--- src/rtl/pgs_pkg.sv ---
package pgs_pkg;

  typedef enum logic [3:0] {
    S_ON, S_DCLK, S_DISO, S_DTIE, S_DPWR, S_OFF,
    S_UPWR, S_UTIE, S_URST, S_UREL, S_UISO, S_UCLK
  } seqState_t;

  typedef struct packed {
    logic tmrClr;
    logic pendClr;
    logic errSet;
  } seqStrobe_t;

  localparam logic [2:0] STAT_ON   = 3'd0;
  localparam logic [2:0] STAT_DOWN = 3'd1;
  localparam logic [2:0] STAT_OFF  = 3'd2;
  localparam logic [2:0] STAT_UP   = 3'd3;
  localparam logic [2:0] STAT_ERR  = 3'd4;

endpackage

--- src/rtl/pgs_dp.sv ---
module pgs_dp
  import pgs_pkg::*;
#(
  parameter int TMO_CYC  = 64,
  parameter int RST_HOLD = 8
) (
  input  logic       clk,
  input  logic       rstN,
  input  logic       offReq,
  input  logic       onReq,
  input  seqStrobe_t strobe,
  output logic       pendValid,
  output logic       pendOff,
  output logic       tmoHit,
  output logic       holdHit,
  output logic       errFlag
);

  localparam int CNT_TOP = (TMO_CYC > RST_HOLD) ? TMO_CYC : RST_HOLD;
  localparam int CW      = $clog2(CNT_TOP + 1);

  logic [CW-1:0] stepCnt;

  // step counter: restarts on every state change, saturates at the top
  always_ff @(posedge clk or negedge rstN) begin
    if (!rstN) begin
      stepCnt <= '0;
    end else if (strobe.tmrClr) begin
      stepCnt <= '0;
    end else if (stepCnt != CW'(CNT_TOP)) begin
      stepCnt <= stepCnt + 1'b1;
    end
  end

  assign tmoHit  = (stepCnt == CW'(TMO_CYC - 1));
  assign holdHit = (stepCnt == CW'(RST_HOLD - 1));

  // pending request: a new pulse outranks the clear, off outranks on
  always_ff @(posedge clk or negedge rstN) begin
    if (!rstN) begin
      pendValid <= 1'b0;
      pendOff   <= 1'b0;
    end else if (offReq || onReq) begin
      pendValid <= 1'b1;
      pendOff   <= offReq;
    end else if (strobe.pendClr) begin
      pendValid <= 1'b0;
    end
  end

  // sticky timeout flag
  always_ff @(posedge clk or negedge rstN) begin
    if (!rstN) begin
      errFlag <= 1'b0;
    end else if (strobe.errSet) begin
      errFlag <= 1'b1;
    end
  end

endmodule

--- src/rtl/pgs_ctrl.sv ---
module pgs_ctrl
  import pgs_pkg::*;
(
  input  logic       clk,
  input  logic       rstN,
  input  logic       clkGateAck,
  input  logic       tieAck,
  input  logic       pwrGood,
  input  logic       pendValid,
  input  logic       pendOff,
  input  logic       tmoHit,
  input  logic       holdHit,
  input  logic       errFlag,
  output seqStrobe_t strobe,
  output logic       clkGateReq,
  output logic       slowClkReq,
  output logic       isoClamp,
  output logic       tieClose,
  output logic       pwrSwOn,
  output logic       domRstN,
  output logic [2:0] seqStatus
);

  seqState_t state, nxt;

  always_ff @(posedge clk or negedge rstN) begin
    if (!rstN) state <= S_ON;
    else       state <= nxt;
  end

  always_comb begin
    nxt            = state;
    strobe.errSet  = 1'b0;
    strobe.pendClr = 1'b0;
    if (!errFlag) begin
      unique case (state)
        S_ON: if (pendValid) begin
          strobe.pendClr = 1'b1;
          if (pendOff) nxt = S_DCLK;
        end
        S_OFF: if (pendValid) begin
          strobe.pendClr = 1'b1;
          if (!pendOff) nxt = S_UPWR;
        end
        S_DCLK: if (clkGateAck) nxt = S_DISO;
                else if (tmoHit) strobe.errSet = 1'b1;
        S_DISO: nxt = S_DTIE;
        S_DTIE: if (!tieAck) nxt = S_DPWR;
                else if (tmoHit) strobe.errSet = 1'b1;
        S_DPWR: if (!pwrGood) nxt = S_OFF;
                else if (tmoHit) strobe.errSet = 1'b1;
        S_UPWR: if (pwrGood) nxt = S_UTIE;
                else if (tmoHit) strobe.errSet = 1'b1;
        S_UTIE: if (tieAck) nxt = S_URST;
                else if (tmoHit) strobe.errSet = 1'b1;
        S_URST: if (holdHit) nxt = S_UREL;
        S_UREL: nxt = S_UISO;
        S_UISO: nxt = S_UCLK;
        S_UCLK: if (!clkGateAck) nxt = S_ON;
                else if (tmoHit) strobe.errSet = 1'b1;
        default: nxt = S_ON;
      endcase
    end
    strobe.tmrClr = (nxt != state);
  end

  // Moore decode of the boundary controls: {gate, slow, clamp, tie, switch, rstN}
  logic [5:0] ctl;
  always_comb begin
    unique case (state)
      S_ON:                 ctl = 6'b000111;
      S_DCLK:               ctl = 6'b110111;
      S_DISO:               ctl = 6'b111111;
      S_DTIE:               ctl = 6'b111011;
      S_DPWR, S_OFF:        ctl = 6'b111000;
      S_UPWR:               ctl = 6'b111010;
      S_UTIE, S_URST:       ctl = 6'b111110;
      S_UREL:               ctl = 6'b111111;
      S_UISO:               ctl = 6'b110111;
      S_UCLK:               ctl = 6'b010111;
      default:              ctl = 6'b000111;
    endcase
  end
  assign {clkGateReq, slowClkReq, isoClamp, tieClose, pwrSwOn, domRstN} = ctl;

  always_comb begin
    if (errFlag) seqStatus = STAT_ERR;
    else begin
      unique case (state)
        S_ON:  seqStatus = STAT_ON;
        S_OFF: seqStatus = STAT_OFF;
        S_DCLK, S_DISO, S_DTIE, S_DPWR: seqStatus = STAT_DOWN;
        default: seqStatus = STAT_UP;
      endcase
    end
  end

endmodule

--- src/rtl/pgs_top.sv ---
module pgs_top
  import pgs_pkg::*;
#(
  parameter int TMO_CYC  = 64,
  parameter int RST_HOLD = 8
) (
  input  logic       clk,
  input  logic       rstN,
  input  logic       offReq,
  input  logic       onReq,
  input  logic       clkGateAck,
  input  logic       tieAck,
  input  logic       pwrGood,
  output logic       clkGateReq,
  output logic       slowClkReq,
  output logic       isoClamp,
  output logic       tieClose,
  output logic       pwrSwOn,
  output logic       domRstN,
  output logic [2:0] seqStatus
);

  seqStrobe_t strobe;
  logic pendValid, pendOff, tmoHit, holdHit, errFlag;

  pgs_dp #(.TMO_CYC(TMO_CYC), .RST_HOLD(RST_HOLD)) u_dp (
    .clk(clk), .rstN(rstN), .offReq(offReq), .onReq(onReq), .strobe(strobe),
    .pendValid(pendValid), .pendOff(pendOff), .tmoHit(tmoHit),
    .holdHit(holdHit), .errFlag(errFlag)
  );

  pgs_ctrl u_ctrl (
    .clk(clk), .rstN(rstN), .clkGateAck(clkGateAck), .tieAck(tieAck),
    .pwrGood(pwrGood), .pendValid(pendValid), .pendOff(pendOff),
    .tmoHit(tmoHit), .holdHit(holdHit), .errFlag(errFlag), .strobe(strobe),
    .clkGateReq(clkGateReq), .slowClkReq(slowClkReq), .isoClamp(isoClamp),
    .tieClose(tieClose), .pwrSwOn(pwrSwOn), .domRstN(domRstN),
    .seqStatus(seqStatus)
  );

endmodule

--- config.mk ---
export PLATFORM = sky130hd
export DESIGN_NAME = pgs_top
export DESIGN_NICKNAME = d
export VERILOG_FILES = /design/src/rtl/pgs_pkg.sv /design/src/rtl/pgs_dp.sv /design/src/rtl/pgs_ctrl.sv /design/src/rtl/pgs_top.sv
export SDC_FILE = /design/constraint.sdc
export NUM_CORES = 1
export LEC_CHECK = 0
export ABC_AREA = 1
export ABC_CLOCK_PERIOD_IN_PS = 1590
export CELL_PAD_IN_SITES_DETAIL_PLACEMENT = 1
export CELL_PAD_IN_SITES_GLOBAL_PLACEMENT = 1
export CORE_MARGIN = 2
export CORE_UTILIZATION = 39
export CTS_CLUSTER_SIZE = 25
export DETAILED_ROUTE_END_ITERATION = 8
export GPL_TIMING_DRIVEN = 0
export HOLD_SLACK_MARGIN = 0.06
export PLACE_DENSITY = 0.8
export SLEW_MARGIN = 30
export SYNTH_ARGS = -nofsm -noshare
export SYNTH_HDL_FRONTEND = slang
export SYNTH_SLANG_ARGS = --single-unit
--- constraint.sdc ---
create_clock -name clk -period 1.59 [get_ports clk]
set_input_delay 0.2385 -clock clk [delete_from_list [all_inputs] [get_ports clk]]
set_output_delay 0.2385 -clock clk [all_outputs]
set_load 0.03 [all_outputs]
==> impl_metrics.py <==
metrics = {
    "yosys": {
        "synth_fa_ha_area_frac": 0.0220,
        "synth.yosys.warnings": 0,
        "synth_top_family_by_area": "simple AND/OR/NAND/NOR gates",
        "ys_seq_area_frac": 0.308,
        "ys_ff_latch": 14,
        "mappedNetlistArea_mm2": 0.00114,
        "syn_inst": 157,
        "synthMuxAreaShare": 0,
        "synth_compound_area_frac": 0.0989,
        "synth_area_per_cell_um2": 7.25,
        "synthesis.nets": 166,
        "synth_xor_xnor_area_share": 0.0462,
        "yosys.area_share.simple": 0.419,
        "ys_types": 30,
    },
    "floorplanning": {
        "initial_utilization": 0.413,
        "die_area_mm2": 0.00337,
        "rows": 19,
        "io_pins": 16,
        "die_h_um": 58.0,
        "core_mm2": 0.00276,
        "dieWidth_um": 58.0,
    },
    "global_routing": {
        "grt_util_all_layers": 0.210,
        "grt_max_degree": 15,
        "antenna_found_initial": 0,
        "grt_pass1_vias": 1207,
        "overflow": 0,
        "grt_pass1_wl_mm": 5.42,
    },
    "cells_and_area": {
        "nFillCells": 353,
        "n_antenna_cell": 0,
        "finish.utilization": 0.569,
        "areaGrowthSynthToFinish_pct": 37.9,
        "layout.nets": 200,
        "layout-drive-gt1-share": 0.453,
    },
    "status": {
        "violations": "negative setup slack",
        "outcome": "complete, but fails checks",
    },
    "detailed_routing": {
        "drtIter0Drc": 49,
        "ant_nets": 0,
        "vias": 1163,
        "wl_mm": 3.64,
        "avgViaCountPerCell": 5.26,
        "wl_per_cell_um": 16.5,
        "dr.pass1.iters": 4,
        "drc_errors": 0,
    },
    "timing": {
        "timing_hold_violations_final": 0,
        "setup_viol": 12,
        "fin_worst_skew_ns": 0.0108,
        "fmax_mhz": 569,
        "worst_slack_ns": -0.167,
        "relSlewSlack": 0.563,
        "rsz0062_at_grt": "yes",
        "worst_slew_pin_slew_ns": 0.653,
        "finalMaxSlewViolations": 0,
        "fin_crit_sh": 1.10,
        "final.min_clock_period_ns": 1.76,
    },
    "pwr": {
        "totalPowerFinal_uw": 655,
        "p_per_area_mw_per_mm2": 417,
        "vdd_drop_max_v": 0.000360,
        "leakagePower_uw": 0.000723,
    },
    "placement": {
        "io_buffers": 15,
        "routabilityCongestion": 0.871,
        "dp_slack_ns": -0.493,
        "dp_hpwl_mm": 2.40,
    },
    "critical_path": {
        "critPathMaxStageDelay_ns": 0.49,
        "critPathArrivalTime_ns": 1.93,
        "endpoint_kind": "register",
        "critical_path_peak_fanout": 7,
        "path_class": "reg -> reg",
        "cp-start-kind": "register",
        "path_buf_inv": 2,
        "path_cells": "nor2_4, inv_2, buf_4, nor3_1, nor2_1, nand2_2, nand3_2, nand3_4, nor2_2",
        "critical_path.top_delay_family": "simple AND/OR/NAND/NOR gates",
        "critPathSlowestCell": "dfrtp_2",
        "crit_required_ns": 1.76,
    },
    "clock_tree": {
        "clock_latency_ns": 0.28,
        "cts-root-buf": "clkbuf_4",
        "clkSlewWorstSetupHoldPaths_ns": 0.10,
        "cts_tree": "done",
        "htree_levels": 1,
        "hold_buffers": 0,
        "cts.sinks": 14,
        "cts_made_buffers": 3,
        "max-clock-path-buffers": 2,
    },
    "min_path": {
        "holdCritPathClass": "in -> async",
    },
    "job": {
        "drv_cap": 0,
    },
}
report_power, final:
group	internal, uW	switching (uW)
clock network	139	124
registers	357	0.868
logic	15.9	17.6
final cells by class:
type,instances,area [um2],share of cell area
buffer,4,35.0,0.0223
multi-input combinational,116,756,0.481
timing repair buffer,29,246,0.157
tap,31,38.8,0.0247
inverter,23,104,0.0661
clock buffer,4,36.3,0.0231
sequential,14,354,0.225
registers in the layout (all words and copies together), names as in the netlist:
register,count
u_dp.errFlag,1
u_ctrl.state,4
u_dp.pendValid,1
u_dp.stepCnt,7
u_dp.pendOff,1
stage by stage:
stage / cells / area [um2] / hold WS (ns) / TNS, ns
finish: 221 / 1570 / 0.345 / -1.37
detailed placement: 203 / 1340 / 0.511 / -3.51
CTS: 216 / 1480 / 0.367 / -0.460
global placement: 203 / 1340 / 0.502 / -2.92
global route: 221 / 1570 / 0.384 / -2.23
floorplan: 157 / 1150 / -0.0571 / 0
Yosys cell counts, drive strengths merged:
| library cell | number | share of area |
|---|---|---|
| buf | 4 | 0.031 |
| o211ai | 1 | 0.011 |
| nand2 | 36 | 0.13 |
| ha | 2 | 0.022 |
| o31ai | 2 | 0.013 |
| nand3 | 16 | 0.10 |
| xnor2 | 1 | 0.0077 |
| clkinv | 2 | 0.0066 |
| nand4 | 2 | 0.011 |
| nand3b | 2 | 0.013 |
| a211o | 1 | 0.0077 |
| nor2 | 31 | 0.14 |
| o21bai | 1 | 0.0066 |
| dfrtp | 14 | 0.31 |
| xor2 | 5 | 0.038 |
| nor3 | 3 | 0.013 |
| inv | 21 | 0.069 |
| o21ai | 9 | 0.040 |
| a21oi | 4 | 0.021 |
layout by cell type (no fill, tap or decap), drive strengths merged:
master,count
nor2,31
buf,26
clkinv,2
nand4,2
nand3,16
nand3b,2
o211ai,1
clkbuf,4
ha,2
a211o,1
dfrtp,14
nor3,3
xor2,5
o31ai,2
xnor2,1
nand2,36
inv,21
o21bai,1
a21oi,4
o21ai,9
clkdlybuf4s50,6
dlygate4sd2,1
path summary, 6_finish.rpt:
path | from | end | slack [ns] | cells past startpoint
setup / recovery | u_ctrl.state[2] | u_dp.stepCnt[0] | -0.17 | 9
hold / removal | rstN | u_dp.stepCnt[4] | 0.34 | 1
setup reg to reg | u_ctrl.state[2] | u_dp.stepCnt[0] | -0.17 | 9
hold reg to reg | u_dp.pendValid | u_dp.pendValid | 0.53 | 1
max in group asynchronous | rstN | u_ctrl.state[2] | 0.78 | 1
min in group clk | u_dp.pendValid | u_dp.pendValid | 0.53 | 1
layer usage:
| layer | global-route usage | up-vias | part of all wire |
|---|---|---|---|
| met5 | 0 | - | 0 |
| met4 | 0.0498 | 0 | 0.0091 |
| met3 | 0.0268 | 4 | 0.014 |
| met2 | 0.377 | 13 | 0.55 |
| met1 | 0.267 | 579 | 0.42 |
| li1 | - | 567 | - |
repair_timing:
item                                   in CTS  in global routing
endpoints found under the hold margin       0                  0
setup buffers                               9                  5
pin swaps                                   5                  7
setup endpoints to repair                  17                 15
gates cloned                                0                  0
resized for setup                          63                 28
cells by family after synthesis:
logic type / Yosys count
AND/OR/NAND/NOR: 90
buffers and inverters: 27
adder cells (fa/ha/maj): 2
AO/OA/AOI/OAI: 18
flip-flops: 14
XOR/XNOR: 6
Note: power is estimated with default switching activity, not from simulation.
